## config.mk

```make
export PLATFORM = sky130hd
export DESIGN_NAME = shared_mul_shift
export DESIGN_NICKNAME = d
export VERILOG_FILES = /design/src/rtl/mss_pkg.sv /design/src/rtl/mss_rr_arb.sv /design/src/rtl/mss_pow2_dec.sv /design/src/rtl/mss_operand_prep.sv /design/src/rtl/mss_mul_unit.sv /design/src/rtl/shared_mul_shift.sv
export SDC_FILE = /design/constraint.sdc
export NUM_CORES = 2
export LEC_CHECK = 0
export CAP_MARGIN = 20
export CORE_MARGIN = 4
export CORE_UTILIZATION = 25
export DETAILED_ROUTE_END_ITERATION = 8
export PLACE_DENSITY = 0.47
export SYNTH_ARGS = -nofsm -noshare
export SYNTH_HDL_FRONTEND = slang
export SYNTH_SLANG_ARGS = --single-unit
```

## constraint.sdc

```tcl
create_clock -name clk -period 8.6 [get_ports clk]
set_input_delay 2.15 -clock clk [delete_from_list [all_inputs] [get_ports clk]]
set_output_delay 2.15 -clock clk [all_outputs]
set_load 0.05 [all_outputs]
```

## src/rtl/mss_pkg.sv

```systemverilog
package mss_pkg;
  // Opcode encoding shared by both request ports.
  typedef enum logic [1:0] {
    OP_MUL_LO = 2'd0,
    OP_MUL_HI = 2'd1,
    OP_SHL    = 2'd2,
    OP_SHR    = 2'd3
  } mss_op_e;

  // Result selection decided at operand preparation, carried with the job.
  typedef struct packed {
    logic take_hi;  // keep upper product word
    logic pass_a;   // bypass product and return operand A
  } mss_sel_t;
endpackage

```

## src/rtl/mss_rr_arb.sv

```systemverilog
module mss_rr_arb (
  input  logic       clk,
  input  logic       rst_n,
  input  logic [1:0] req,
  input  logic       idle,
  output logic [1:0] gnt
);
  // favor_c1 high means core 1 wins a tie on the next contention.
  logic favor_c1;

  always_comb begin
    gnt[0] = idle & req[0] & (~req[1] | ~favor_c1);
    gnt[1] = idle & req[1] & (~req[0] |  favor_c1);
  end

  always_ff @(posedge clk) begin
    if (!rst_n) begin
      favor_c1 <= 1'b0;
    end else if (|gnt) begin
      favor_c1 <= gnt[0];
    end
  end
endmodule

```

## src/rtl/mss_pow2_dec.sv

```systemverilog
module mss_pow2_dec #(
  parameter int DATA_W  = 32,
  parameter int SHAMT_W = $clog2(DATA_W)
) (
  input  logic [SHAMT_W-1:0] exp_in,
  output logic [DATA_W-1:0]  pow2
);
  for (genvar j = 0; j < DATA_W; j++) begin : g_bit
    assign pow2[j] = (exp_in == SHAMT_W'(j));
  end
endmodule

```

## src/rtl/mss_operand_prep.sv

```systemverilog
module mss_operand_prep
  import mss_pkg::*;
#(
  parameter int DATA_W  = 32,
  parameter int SHAMT_W = $clog2(DATA_W)
) (
  input  mss_op_e            op,
  input  logic [DATA_W-1:0]  a,
  input  logic [DATA_W-1:0]  b,
  output logic [DATA_W-1:0]  opa,
  output logic [DATA_W-1:0]  opb,
  output mss_sel_t           sel
);
  logic [SHAMT_W-1:0] amt;
  logic [SHAMT_W-1:0] exp_sel;
  logic [DATA_W-1:0]  pow2;

  assign amt = b[SHAMT_W-1:0];

  // Right shift by k uses exponent DATA_W-k; DATA_W is a power of two,
  // so the wrap of the subtraction gives exactly that value for k>0.
  always_comb begin
    if (op == OP_SHR) exp_sel = SHAMT_W'(0) - amt;
    else              exp_sel = amt;
  end

  mss_pow2_dec #(.DATA_W(DATA_W), .SHAMT_W(SHAMT_W)) u_dec (
    .exp_in (exp_sel),
    .pow2   (pow2)
  );

  always_comb begin
    opa         = a;
    opb         = b;
    sel.take_hi = 1'b0;
    sel.pass_a  = 1'b0;
    unique case (op)
      OP_MUL_LO: begin
        opb = b;
      end
      OP_MUL_HI: begin
        opb         = b;
        sel.take_hi = 1'b1;
      end
      OP_SHL: begin
        opb = pow2;
      end
      OP_SHR: begin
        opb         = pow2;
        sel.take_hi = 1'b1;
        sel.pass_a  = (amt == '0);
      end
      default: opb = b;
    endcase
  end
endmodule

```

## src/rtl/mss_mul_unit.sv

```systemverilog
module mss_mul_unit
  import mss_pkg::*;
#(
  parameter int DATA_W  = 32,
  parameter int LATENCY = 2,
  localparam int LAT_W  = $clog2(LATENCY + 1)
) (
  input  logic              clk,
  input  logic              rst_n,
  input  logic              start,
  input  logic              owner_in,
  input  logic [DATA_W-1:0] opa,
  input  logic [DATA_W-1:0] opb,
  input  mss_sel_t          sel_in,
  output logic              busy,
  output logic [1:0]        done,
  output logic [DATA_W-1:0] result
);
  logic [DATA_W-1:0]   ra, rb;
  mss_sel_t            rsel;
  logic                own;
  logic [LAT_W-1:0]    cnt;
  logic [2*DATA_W-1:0] prod;
  logic [DATA_W-1:0]   pick;

  // Operands stay still for LATENCY cycles, so the product may settle
  // over that many cycles.
  assign prod = {{DATA_W{1'b0}}, ra} * {{DATA_W{1'b0}}, rb};

  always_comb begin
    if (rsel.pass_a)       pick = ra;
    else if (rsel.take_hi) pick = prod[2*DATA_W-1:DATA_W];
    else                   pick = prod[DATA_W-1:0];
  end

  assign busy = (cnt != '0);

  always_ff @(posedge clk) begin
    if (!rst_n) begin
      ra     <= '0;
      rb     <= '0;
      rsel   <= '0;
      own    <= 1'b0;
      cnt    <= '0;
      done   <= '0;
      result <= '0;
    end else begin
      done <= '0;
      if (start) begin
        ra   <= opa;
        rb   <= opb;
        rsel <= sel_in;
        own  <= owner_in;
        cnt  <= LAT_W'(LATENCY);
      end else if (busy) begin
        cnt <= cnt - 1'b1;
      end
      if (cnt == LAT_W'(1)) begin
        done[own] <= 1'b1;
        result    <= pick;
      end
    end
  end
endmodule

```

## src/rtl/shared_mul_shift.sv

```systemverilog
module shared_mul_shift
  import mss_pkg::*;
#(
  parameter int DATA_W  = 32,
  parameter int LATENCY = 2
) (
  input  logic              clk,
  input  logic              rst_n,
  input  logic              c0_valid,
  output logic              c0_ready,
  input  logic [1:0]        c0_op,
  input  logic [DATA_W-1:0] c0_a,
  input  logic [DATA_W-1:0] c0_b,
  output logic              c0_done,
  output logic [DATA_W-1:0] c0_result,
  input  logic              c1_valid,
  output logic              c1_ready,
  input  logic [1:0]        c1_op,
  input  logic [DATA_W-1:0] c1_a,
  input  logic [DATA_W-1:0] c1_b,
  output logic              c1_done,
  output logic [DATA_W-1:0] c1_result
);
  localparam int SHAMT_W = $clog2(DATA_W);

  logic [1:0]        gnt;
  logic              busy;
  mss_op_e           win_op;
  logic [DATA_W-1:0] win_a, win_b;
  logic [DATA_W-1:0] opa, opb;
  mss_sel_t          sel;
  logic [1:0]        done;
  logic [DATA_W-1:0] result;

  mss_rr_arb u_arb (
    .clk   (clk),
    .rst_n (rst_n),
    .req   ({c1_valid, c0_valid}),
    .idle  (~busy),
    .gnt   (gnt)
  );

  assign c0_ready = gnt[0];
  assign c1_ready = gnt[1];

  always_comb begin
    if (gnt[1]) begin
      win_op = mss_op_e'(c1_op);
      win_a  = c1_a;
      win_b  = c1_b;
    end else begin
      win_op = mss_op_e'(c0_op);
      win_a  = c0_a;
      win_b  = c0_b;
    end
  end

  mss_operand_prep #(.DATA_W(DATA_W), .SHAMT_W(SHAMT_W)) u_prep (
    .op  (win_op),
    .a   (win_a),
    .b   (win_b),
    .opa (opa),
    .opb (opb),
    .sel (sel)
  );

  mss_mul_unit #(.DATA_W(DATA_W), .LATENCY(LATENCY)) u_mul (
    .clk      (clk),
    .rst_n    (rst_n),
    .start    (|gnt),
    .owner_in (gnt[1]),
    .opa      (opa),
    .opb      (opb),
    .sel_in   (sel),
    .busy     (busy),
    .done     (done),
    .result   (result)
  );

  assign c0_done   = done[0];
  assign c1_done   = done[1];
  assign c0_result = result;
  assign c1_result = result;
endmodule

```

==> flow_summary.yaml <==
run_status:
  status: "complete, no violations"
placed_design:
  dp_hpwl_um: 107100
  place.gp.congestion: 0.8547
  portBuffers: 203
grt:
  antenna_found_initial: 2
  first_global_vias: 32850
  grt_usage_pct: 16.35
  grt_pass1_wl_um: 203800
  grt_remaining_overflow: 0
  grt_max_degree: 61
worst_setup_path:
  critPathRequiredTime_ns: 8.91
  critical_path_arrival_ns: 8.58
  rr_worst_depth: 25
  ff2ff_setup_slack_ns: 0.34
  path_max_fanout: 14
  endpoint_kind: "flop"
  reg2reg_from: "u_mul.ra[5]"
  start_kind: "flop"
  rr_endpoint: "u_mul.result[23]"
  crit_type: "reg -> reg"
power:
  power_switching_share_pct: 59.83
  p_int_w: 0.003854
  ir_drop_mv: 0.2849
  p_clk_share_pct: 4.6
  p_sw_w: 0.005741
  p_per_area_nw_per_um2: 219.3
  power_w: 0.009595
  pwr-share-comb_pct: 87.8
  seqPwrFrac_pct: 7.6
  power.leakage_nw: 20.70
sta:
  max_freq_ghz: 0.1210
  slew_violations: 0
  hold_viol: 0
  min_period_over_period_pct: 96.08
  tns_ns: 0
  fin_worst_skew_ns: 0.01749
  min_period_ns: 8.263
  slew_headroom_pct: 21.80
  tightestPinTransition_ns: 1.173
  setup_viol: 0
  grt_setup_unrepaired: "no"
die:
  io_pins: 204
  die_y_um: 402.0
  initial_core_util_pct: 25.16
  die_x_um: 402.0
  die_area_sq_um: 161600
  coreArea_sq_um: 154200
  rows: 144
clock_tree:
  clock_latency_ns: 0.40
  cts_buffers: 9
  cts_num_sinks: 104
  cts_resized: 0
  hold_buffers: 0
  cts.clk_slew.worst_paths_ns: 0.09
  cts-root-buf: "clkbuf_16"
  cts_tree: "done"
  post_cts_buffers: 0
  htree_levels: 3
  cts.path.max_buffers: 2
synth:
  ys_warn_count: 0
  avgSynthCellArea_sq_um: 8.760
  ys_ff_latch: 104
  synth_nets: 5726
  ys_seq_area_share_pct: 5.366
  async_flop_share_pct: 0
  synth_edf_count: 0
  syn_area_sq_um: 38800
  syn-instance-count: 4429
  synthFlopType: "dfxtp_1"
  ys_types: 68
route:
  drc: 0
  avgViaCountPerCell: 4.556
  first_pass_iters: 7
  wire_per_inst_um: 19.88
  wirelength_um: 130000
  ant_nets: 0
  vias: 29780
  drtIter0Drc: 1677
min_path:
  min_path_type: "reg -> reg"
  min_path_cells: 1
  min_from: "u_mul.own"
  hold_end: "u_mul.done[0]"
cells_and_area:
  drive_gt1_share_pct: 4.384
  fin_nets: 5786
  syn2layout_area_growth_pct: 12.78
  insertedDiodeCount: 0
  final_core_util_pct: 28.37
flow_run:
  max-cap-violations: 0
[cells in the mapped netlist (4+ instances only)]
library cell | number | area share [%]
o21ai_1 | 11 | 0.14
clkbuf_1 | 254 | 2.5
ha_1 | 265 | 8.5
and2_1 | 581 | 9.4
o21ai_0 | 74 | 0.95
xor2_1 | 30 | 0.68
nand4_1 | 14 | 0.23
a311oi_1 | 34 | 0.77
o22ai_1 | 34 | 0.55
dfxtp_1 | 104 | 5.4
nand2_1 | 635 | 6.1
a221oi_1 | 16 | 0.36
o21a_1 | 4 | 0.077
nand3_1 | 17 | 0.22
and3_1 | 8 | 0.13
or3_1 | 10 | 0.16
a21o_1 | 42 | 0.81
buf_1 | 4 | 0.039
mux2i_1 | 10 | 0.26
xnor2_1 | 34 | 0.77
o211ai_1 | 13 | 0.25
o31ai_1 | 5 | 0.097
a211oi_1 | 9 | 0.17
o21bai_1 | 17 | 0.33
a21oi_2 | 6 | 0.14
nand2b_1 | 9 | 0.15
a31oi_1 | 12 | 0.19
a21oi_1 | 115 | 1.5
nor3_1 | 16 | 0.21
nor2_1 | 96 | 0.93
buf_4 | 32 | 0.62
inv_1 | 895 | 8.7
buf_2 | 9 | 0.12
o221ai_1 | 4 | 0.090
nor2b_1 | 65 | 1.0
fa_1 | 896 | 46
[metal layers]
metal	wire length, um	part of all wire (%)	global-route usage, %	vias to the layer above
met3	4117	3.2	1.283	109
met2	65340	50	29.01	583
li1	-	-	-	13280
met5	0	0	0	-
met4	3660	2.8	3.932	0
met1	56860	44	21.59	15810
[through the flow]
| step | hold slack, ns | instances | setup slack, ns | area (sq um) |
|---|---|---|---|---|
| after global placement | 0.4193 | 6522 | 0.3128 | 43460 |
| after CTS | 0.4335 | 6538 | 0.1749 | 43750 |
| after floorplan | 0.4069 | 4429 | 1.349 | 38800 |
| after detailed placement | 0.4192 | 6522 | 0.2647 | 43460 |
| final | 0.4327 | 6538 | 0.3370 | 43760 |
| after global routing | 0.4455 | 6538 | 0.007516 | 43760 |
[worst max-delay path by stage]
| stage | from | endpoint | slack (ns) | depth (start not counted) |
|---|---|---|---|---|
| global route | u_mul.ra[18] | u_mul.result[23] | 0.008 | 26 |
| global placement | u_mul.ra[9] | u_mul.result[10] | 0.31 | 24 |
| detailed placement | u_mul.ra[9] | u_mul.result[23] | 0.26 | 23 |
| CTS | u_mul.ra[9] | u_mul.result[23] | 0.17 | 23 |
| finish | u_mul.ra[5] | u_mul.result[23] | 0.34 | 25 |
| floorplan | u_mul.ra[21] | u_mul.result[30] | 1.35 | 24 |
[power by group through the flow]
stage | clock, W | sequential, W | combinational (W)
6_report | 0.000446 | 0.000728 | 0.00842
3_3_place_gp | 0 | 0.000737 | 0.00845
4_1_cts | 0.000457 | 0.000728 | 0.00848
5_1_grt | 0.000469 | 0.000736 | 0.00930
3_5_place_dp | 0 | 0.000738 | 0.00837
2_1_floorplan | 0 | 0.000673 | 0.00516
[layout by cell type, fill, tap and decap left out, types with 41 or more instances in the layout]
cell,Yosys,final
buf_4,32,127
nor2b_1,65,64
ha_1,265,265
inv_1,895,894
clkdlybuf4s50_1,0,202
nor2_1,96,96
and2_1,581,581
fa_1,896,896
dfxtp_1,104,98
nand2_1,635,635
a21o_1,42,41
a21oi_1,115,115
o21ai_0,74,74
[area by class of cell]
cell class	count	area, sq um
clock inverter	7	65.06
timing repair buffer	348	3341
tap	2044	2557
sequential	104	2090
clock buffer	9	225.2
inverter	897	3367
fill	16760	110500
multi-input combinational	3129	32110
[sequential cells by signal, summed over array words and instances (netlist names)]
signal and flops:
u_mul.rsel 2, u_mul.own 1, u_arb.favor_c1 1, u_mul.result 32
u_mul.cnt 2, u_mul.done 2, u_mul.rb 32, u_mul.ra 32
[kinds of logic after synthesis]
family	synth area share [%]
AO/OA/AOI/OAI	7.401
XOR/XNOR	1.445
adder cells (fa/ha/maj)	54.78
buffers and inverters	11.91
flip-flops	5.366
multiplexers	0.2580
AND/OR/NAND/NOR	18.85
[critical path, stage by stage, from the launching register on]
cell	delay, ns
dfxtp_1	1.00
buf_4	0.26
nand2_1	0.09
fa_1	0.43
inv_1	0.08
fa_1	0.40
inv_1	0.08
fa_1	0.44
fa_1	0.53
inv_1	0.06
fa_1	0.53
fa_1	0.41
fa_1	0.62
fa_1	0.48
ha_1	0.33
a21oi_1	0.21
o21ai_0	0.19
a21oi_1	0.18
nor2_1	0.07
a211oi_1	0.45
o221a_4	0.28
a21oi_2	0.08
a221o_2	0.45
a21oi_2	0.15
xor2_1	0.08
a221oi_1	0.27
No activity file was read; power rests on OpenSTA's default activity.
